`src/rtl/rotr_pkg.sv`:
```
package rotr_pkg;

  localparam int XLEN  = 64;
  localparam int CNT_W = $clog2(XLEN);

  typedef enum logic [1:0] {
    SZ_BYTE = 2'd0,
    SZ_HALF = 2'd1,
    SZ_WORD = 2'd2,
    SZ_DBL  = 2'd3
  } rot_size_e;

  // Width in bits of the rotated field for a size code.
  function automatic int field_bits(input rot_size_e sz);
    return 8 << sz;
  endfunction

  // Narrow sizes take the two-cycle path.
  function automatic logic takes_two(input rot_size_e sz);
    return (sz == SZ_BYTE) || (sz == SZ_HALF);
  endfunction

  // Reduce a count modulo the field width.
  function automatic logic [CNT_W-1:0] wrap_count(input logic [CNT_W-1:0] cnt,
                                                  input rot_size_e sz);
    logic [CNT_W-1:0] lim;
    lim = CNT_W'(field_bits(sz) - 1);
    return cnt & lim;
  endfunction

  // Copy the top bit of the field into every higher position.
  function automatic logic [XLEN-1:0] widen_signed(input logic [XLEN-1:0] val,
                                                   input rot_size_e sz);
    logic [XLEN-1:0] res;
    int n;
    n = field_bits(sz);
    for (int i = 0; i < XLEN; i++) begin
      res[i] = (i < n) ? val[i] : val[n-1];
    end
    return res;
  endfunction

  // Fill the whole word with copies of the low field, so that a
  // full-width rotate wraps at the field boundary.
  function automatic logic [XLEN-1:0] tile_field(input logic [XLEN-1:0] val,
                                                 input rot_size_e sz);
    logic [XLEN-1:0] res;
    int n;
    n = field_bits(sz);
    for (int i = 0; i < XLEN; i++) begin
      res[i] = val[i & (n - 1)];
    end
    return res;
  endfunction

endpackage

```
`src/rtl/rotr_count.sv`:
```
module rotr_count
  import rotr_pkg::*;
#(
  parameter int CW = CNT_W
) (
  input  logic [CW-1:0] cnt_reg,
  input  logic [CW-1:0] cnt_imm,
  input  logic          use_imm,
  input  rot_size_e     size,
  output logic [CW-1:0] eff_cnt
);

  logic [CW-1:0] src_cnt;

  always_comb begin
    src_cnt = use_imm ? cnt_imm : cnt_reg;
    eff_cnt = CW'(wrap_count(CNT_W'(src_cnt), size));
  end

endmodule

```
`src/rtl/rotr_barrel.sv`:
```
module rotr_barrel
  import rotr_pkg::*;
#(
  parameter int W  = XLEN,
  parameter int CW = $clog2(W)
) (
  input  logic [W-1:0]  val,
  input  rot_size_e     size,
  input  logic [CW-1:0] amt,
  output logic [W-1:0]  rot
);

  logic [CW:0][W-1:0] stage;

  assign stage[0] = tile_field(val, size);

  for (genvar k = 0; k < CW; k++) begin : g_step
    localparam int SH = 1 << k;
    assign stage[k+1] = amt[k] ? {stage[k][SH-1:0], stage[k][W-1:SH]}
                               : stage[k];
  end

  assign rot = stage[CW];

endmodule

```
`src/rtl/rotr_sext.sv`:
```
module rotr_sext
  import rotr_pkg::*;
#(
  parameter int W = XLEN
) (
  input  logic [W-1:0] val,
  input  rot_size_e    size,
  output logic [W-1:0] res
);

  always_comb begin
    res = widen_signed(val, size);
  end

endmodule

```
`src/rtl/rotr_unit.sv`:
```
module rotr_unit
  import rotr_pkg::*;
(
  input  logic             clk,
  input  logic             rst_n,
  input  logic             in_valid,
  output logic             in_ready,
  input  logic [XLEN-1:0]  in_data,
  input  logic [CNT_W-1:0] in_cnt_reg,
  input  logic [CNT_W-1:0] in_cnt_imm,
  input  logic             in_use_imm,
  input  logic [1:0]       in_size,
  output logic             out_valid,
  output logic [XLEN-1:0]  out_data
);

  rot_size_e        size_in;
  logic [CNT_W-1:0] eff_cnt;
  logic [XLEN-1:0]  rot_raw;

  logic             mid_valid;
  logic [XLEN-1:0]  mid_data;
  rot_size_e        mid_size;

  logic             slow_op;
  logic             fast_accept;
  logic             slow_accept;
  logic             out_from_mid;
  logic [XLEN-1:0]  sel_val;
  rot_size_e        sel_size;
  logic [XLEN-1:0]  sext_out;

  assign size_in = rot_size_e'(in_size);
  assign slow_op = takes_two(size_in);

  rotr_count #(.CW(CNT_W)) u_count (
    .cnt_reg (in_cnt_reg),
    .cnt_imm (in_cnt_imm),
    .use_imm (in_use_imm),
    .size    (size_in),
    .eff_cnt (eff_cnt)
  );

  rotr_barrel #(.W(XLEN), .CW(CNT_W)) u_barrel (
    .val  (in_data),
    .size (size_in),
    .amt  (eff_cnt),
    .rot  (rot_raw)
  );

  // A wide op may not land on the same output cycle as a narrow op in stage two.
  assign in_ready     = !(mid_valid && !slow_op);
  assign fast_accept  = in_valid && in_ready && !slow_op;
  assign slow_accept  = in_valid && in_ready && slow_op;
  assign out_from_mid = mid_valid;

  always_ff @(posedge clk or negedge rst_n) begin
    if (!rst_n) begin
      mid_valid <= 1'b0;
      mid_data  <= '0;
      mid_size  <= SZ_BYTE;
    end else begin
      mid_valid <= slow_accept;
      if (slow_accept) begin
        mid_data <= rot_raw;
        mid_size <= size_in;
      end
    end
  end

  always_comb begin
    sel_val  = out_from_mid ? mid_data : rot_raw;
    sel_size = out_from_mid ? mid_size : size_in;
  end

  rotr_sext #(.W(XLEN)) u_sext (
    .val  (sel_val),
    .size (sel_size),
    .res  (sext_out)
  );

  always_ff @(posedge clk or negedge rst_n) begin
    if (!rst_n) begin
      out_valid <= 1'b0;
      out_data  <= '0;
    end else begin
      out_valid <= out_from_mid || fast_accept;
      if (out_from_mid || fast_accept) begin
        out_data <= sext_out;
      end
    end
  end

  // the reduced count never reaches the field width
  p_cnt_range_r2: assert property (@(posedge clk) disable iff (!rst_n)
    in_valid |-> (int'(eff_cnt) < field_bits(size_in)));

  // a zero count leaves the field as it was
  p_zero_cnt_r3: assert property (@(posedge clk) disable iff (!rst_n)
    (fast_accept && eff_cnt == '0) |=>
      (out_data == widen_signed($past(in_data), rot_size_e'($past(in_size)))));

  // bits above a byte field copy its top bit
  p_sext_byte_r5: assert property (@(posedge clk) disable iff (!rst_n)
    (sel_size == SZ_BYTE) |-> ((sext_out[XLEN-1:7] == '0) || (&sext_out[XLEN-1:7])));

  // wide ops appear one cycle after acceptance
  p_fast_lat_r7: assert property (@(posedge clk) disable iff (!rst_n)
    fast_accept |=> out_valid);

  // narrow ops appear two cycles after acceptance
  p_slow_lat_r7: assert property (@(posedge clk) disable iff (!rst_n)
    slow_accept |=> ##1 out_valid);

  // stage two and a wide op never compete for the output
  p_no_collide_r8: assert property (@(posedge clk) disable iff (!rst_n)
    !(out_from_mid && fast_accept));

endmodule

```
`config.mk`:
```
export PLATFORM = sky130hd
export DESIGN_NAME = rotr_unit
export DESIGN_NICKNAME = d
export VERILOG_FILES = /design/src/rtl/rotr_pkg.sv /design/src/rtl/rotr_count.sv /design/src/rtl/rotr_barrel.sv /design/src/rtl/rotr_sext.sv /design/src/rtl/rotr_unit.sv
export SDC_FILE = /design/constraint.sdc
export NUM_CORES = 1
export LEC_CHECK = 0
export CORE_UTILIZATION = 55
export CTS_BUF_LIST = sky130_fd_sc_hd__clkbuf_8
export DETAILED_ROUTE_END_ITERATION = 16
export DONT_BUFFER_PORTS = 1
export PLACE_DENSITY_LB_ADDON = 0.08
export SYNTH_ARGS = -nofsm -noshare
export SYNTH_HDL_FRONTEND = slang
export SYNTH_HIERARCHICAL = 1
export SYNTH_SLANG_ARGS = --single-unit
```
`constraint.sdc`:
```
create_clock -name clk -period 1.95 [get_ports clk]
set_clock_uncertainty 0.05 [all_clocks]
set_input_delay 0.4875 -clock clk [delete_from_list [all_inputs] [get_ports clk]]
set_output_delay 0.4875 -clock clk [all_outputs]
set_load 0.05 [all_outputs]
```
==> impl_metrics.py <==
metrics = {
    "run_status": {
        "status": "finished with violations",
        "violations": "negative hold slack, negative setup slack",
    },
    "floorplanning": {
        "initial_core_util_pct": 56.1,
        "die_y_um": 163,
        "die_w_um": 163,
        "ios": 148,
        "dieArea_mm2": 0.0264,
        "core_area_mm2": 0.0253,
        "row_count": 58,
    },
    "clock_tree": {
        "insertion_delay_ns": 0.46,
        "h-tree-depth": 4,
        "clk_path_buf_depth": 2,
        "cts_tree": "done",
        "cts.sinks": 132,
        "root_buffer": "clkbuf_8",
        "clkTransAtPathRegs_ns": 0.11,
        "cts_made_buffers": 17,
    },
    "worst_hold_path": {
        "hold_path_class": "input pin to asynchronous set/reset pin",
    },
    "pwr": {
        "power.density_mw_per_mm2": 948,
        "peakVddDrop_mv": 0.957,
        "p_total_w": 0.0185,
        "p_leak_nw": 8.49,
    },
    "logic_synthesis": {
        "yosys_warnings": 6,
        "synthTopCellsByCount": "202 x mux2_2, 132 x dfrtp_1, 131 x mux2i_1, 92 x nand2_1, 90 x mux4_2",
        "synthSimpleGateAreaFrac_pct": 7.42,
        "synth_edf_count": 0,
        "yosys-mux-area-fraction_pct": 45.7,
        "ys_types": 69,
        "synth_ff_type": "dfrtp_1",
        "synth_area_mm2": 0.0142,
        "synth_top_family_by_area": "multiplexers",
        "ys_seq_area_share_pct": 23.3,
        "syn_inst": 1374,
        "ys_ff_latch": 132,
        "synthTopCellsByArea": "dfrtp_1 23%, mux2_2 16%, mux4_2 14%, mux2i_1 9.3%, mux2_4 5.7%",
        "yosysTopAreaCell": "dfrtp_1",
        "synth_nets": 1456,
        "avgSynthCellArea_um2": 10.3,
        "yosysMostFrequentCell": "mux2_2",
        "yosys.area.top_type_share_pct": 23.3,
        "synth-xor-area-share_pct": 0,
        "synth-compound-area-share_pct": 16.9,
        "ys_async_sr_fraction_pct": 100,
        "synth_adder_area_share_pct": 0,
    },
    "finish": {
        "layout.cells.non_filler": 2066,
        "nFillCells": 1708,
        "final_area_mm2": 0.0195,
        "final_nets": 1805,
        "antenna_cells": 0,
        "finish.utilization_pct": 77.3,
        "layout-drive-gt1-share_pct": 60.5,
        "syn2layout_area_growth_pct": 37.8,
    },
    "run": {
        "cap_viol_max_count": 0,
    },
    "sta": {
        "fin_ws_ns": -1.81,
        "fmax_ghz": 0.266,
        "final.min_clock_period_ns": 3.76,
        "grt_setup_unrepaired": "yes",
        "maxSlewHeadroom_pct": 32.1,
        "worst_pin_slew_ns": 1.01,
        "slew_violations": 0,
        "finalHoldViolations": 132,
        "setup_viol": 128,
        "hold_slack_ns": -0.345,
        "finalCritPeriodShare_pct": 193,
    },
    "routing": {
        "viasPerCell": 6.96,
        "totalWireLength_um": 60000,
        "detail-route-antenna-nets": 0,
        "num_vias": 14400,
        "drtPass1Iterations": 7,
        "drt_iter0_drc": 1915,
        "post-route-drc-count": 0,
        "wl_per_cell_um": 29.0,
    },
    "setup_path": {
        "critPathRequiredTime_ns": 2.24,
        "cp_max_fo": 7,
        "critPathLaunch": "in_use_imm",
        "reg2reg_from": "mid_valid",
        "arrival_ns": 4.06,
        "rrSetupSlack_ns": -0.21,
        "reg2regPathDepth": 5,
        "timing_worst_setup_path_type": "input pin to flip-flop",
        "timing.rr.end": "out_data[51]",
        "start_kind": "input pin",
        "cp-end-kind": "flip-flop",
        "crit_end": "out_data[51]",
    },
    "grt": {
        "grt.total_usage_pct": 45.2,
        "grt_max_degree": 133,
        "grt_util_met3_pct": 12.4,
        "grt_antenna_before_repair": 1,
        "met1_usage_pct": 58.6,
        "grt_overflow": 0,
        "gr-max-usage-layer": "met2",
        "grt_pass1_wl_um": 88300,
        "first_global_vias": 14300,
        "gr-usage-met2_pct": 69.3,
    },
    "place": {
        "placed_area_mm2": 0.0174,
        "place_inst": 1979,
        "hpwl_um": 44900,
        "port_buffers": 0,
        "gp_congestion": 1.07,
    },
}
## metal layers
layer	up-vias	part of all wire [%]
li1	6033	-
met1	7101	38
met2	1022	44
met3	224	12
met4	2	5.6
met5	-	0.022
## placed cells by master, fill, tap and decap left out, types with 32 or more instances in the layout
master	n
a21oi_1	41
buf_4	424
buf_6	32
dfrtp_1	131
mux2_2	172
mux2_4	89
mux2i_1	85
mux4_2	90
nand2_1	82
nor2_1	67
o21ai_0	36
## repair_timing
item                                   CTS  global route
setup endpoints to repair              129           129
pin swaps                               23            28
resized for setup                      143           120
endpoints found under the hold margin  132           132
gates cloned                             6             1
buffers inserted                        34            22
## per-stage QoR
step / setup WS (ns) / setup TNS [ns] / hold WS (ns)
floorplan: -2.15 / -203.27 / 0.142
global placement: -2.43 / -233.74 / 0.144
detailed placement: -2.45 / -238.58 / 0.144
CTS: -1.75 / -166.09 / -0.359
global route: -1.80 / -173.85 / -0.375
finish: -1.81 / -173.74 / -0.345
## layout make-up
type / instances / area, um2 / share of cell area (%)
Multi-Input combinational cell: 1059 / 11300 / 57.8
Timing Repair Buffer: 478 / 3980 / 20.4
Sequential cell: 132 / 3300 / 16.9
Tap cell: 330 / 413 / 2.11
Clock buffer: 17 / 234 / 1.20
Clock inverter: 15 / 179 / 0.916
Inverter: 35 / 134 / 0.685
## critical path: stages
cell and delay (ns):
mux2_4 0.35, mux4_2 0.47, mux2_4 0.32, mux2_4 0.28, mux4_2 0.51, a22oi_2 0.27
mux2i_4 0.17, mux2_4 0.39, mux4_2 0.49, mux2_4 0.29
## cells by family after synthesis
family                 Yosys count
AND/OR/NAND/NOR                235
flip-flops                     132
AO/OA/AOI/OAI                  338
buffers and inverters          188
multiplexers                   481
## sequential cells by signal, summed over array words and instances (netlist names)
register / flops
out_data: 64
mid_size: 2
out_valid: 1
mid_data: 64
mid_valid: 1
## worst min path at each step
stage,cells past startpoint,to,start,slack (ns)
floorplan,0,mid_data[0],rst_n,0.14
global placement,0,out_data[36],rst_n,0.14
detailed placement,0,out_data[36],rst_n,0.14
CTS,0,mid_data[39],rst_n,-0.36
global route,0,out_data[36],rst_n,-0.37
finish,0,out_data[36],rst_n,-0.34
## power breakdown
part / switching, W / total (W) / internal (W)
clock network: 0.00143 / 0.00253 / 0.00109
logic: 0.00444 / 0.00955 / 0.00511
registers: 0.00274 / 0.00644 / 0.00370
total: 0.00861 / 0.0185 / 0.00990
Note: power is estimated with default switching activity, not from simulation.
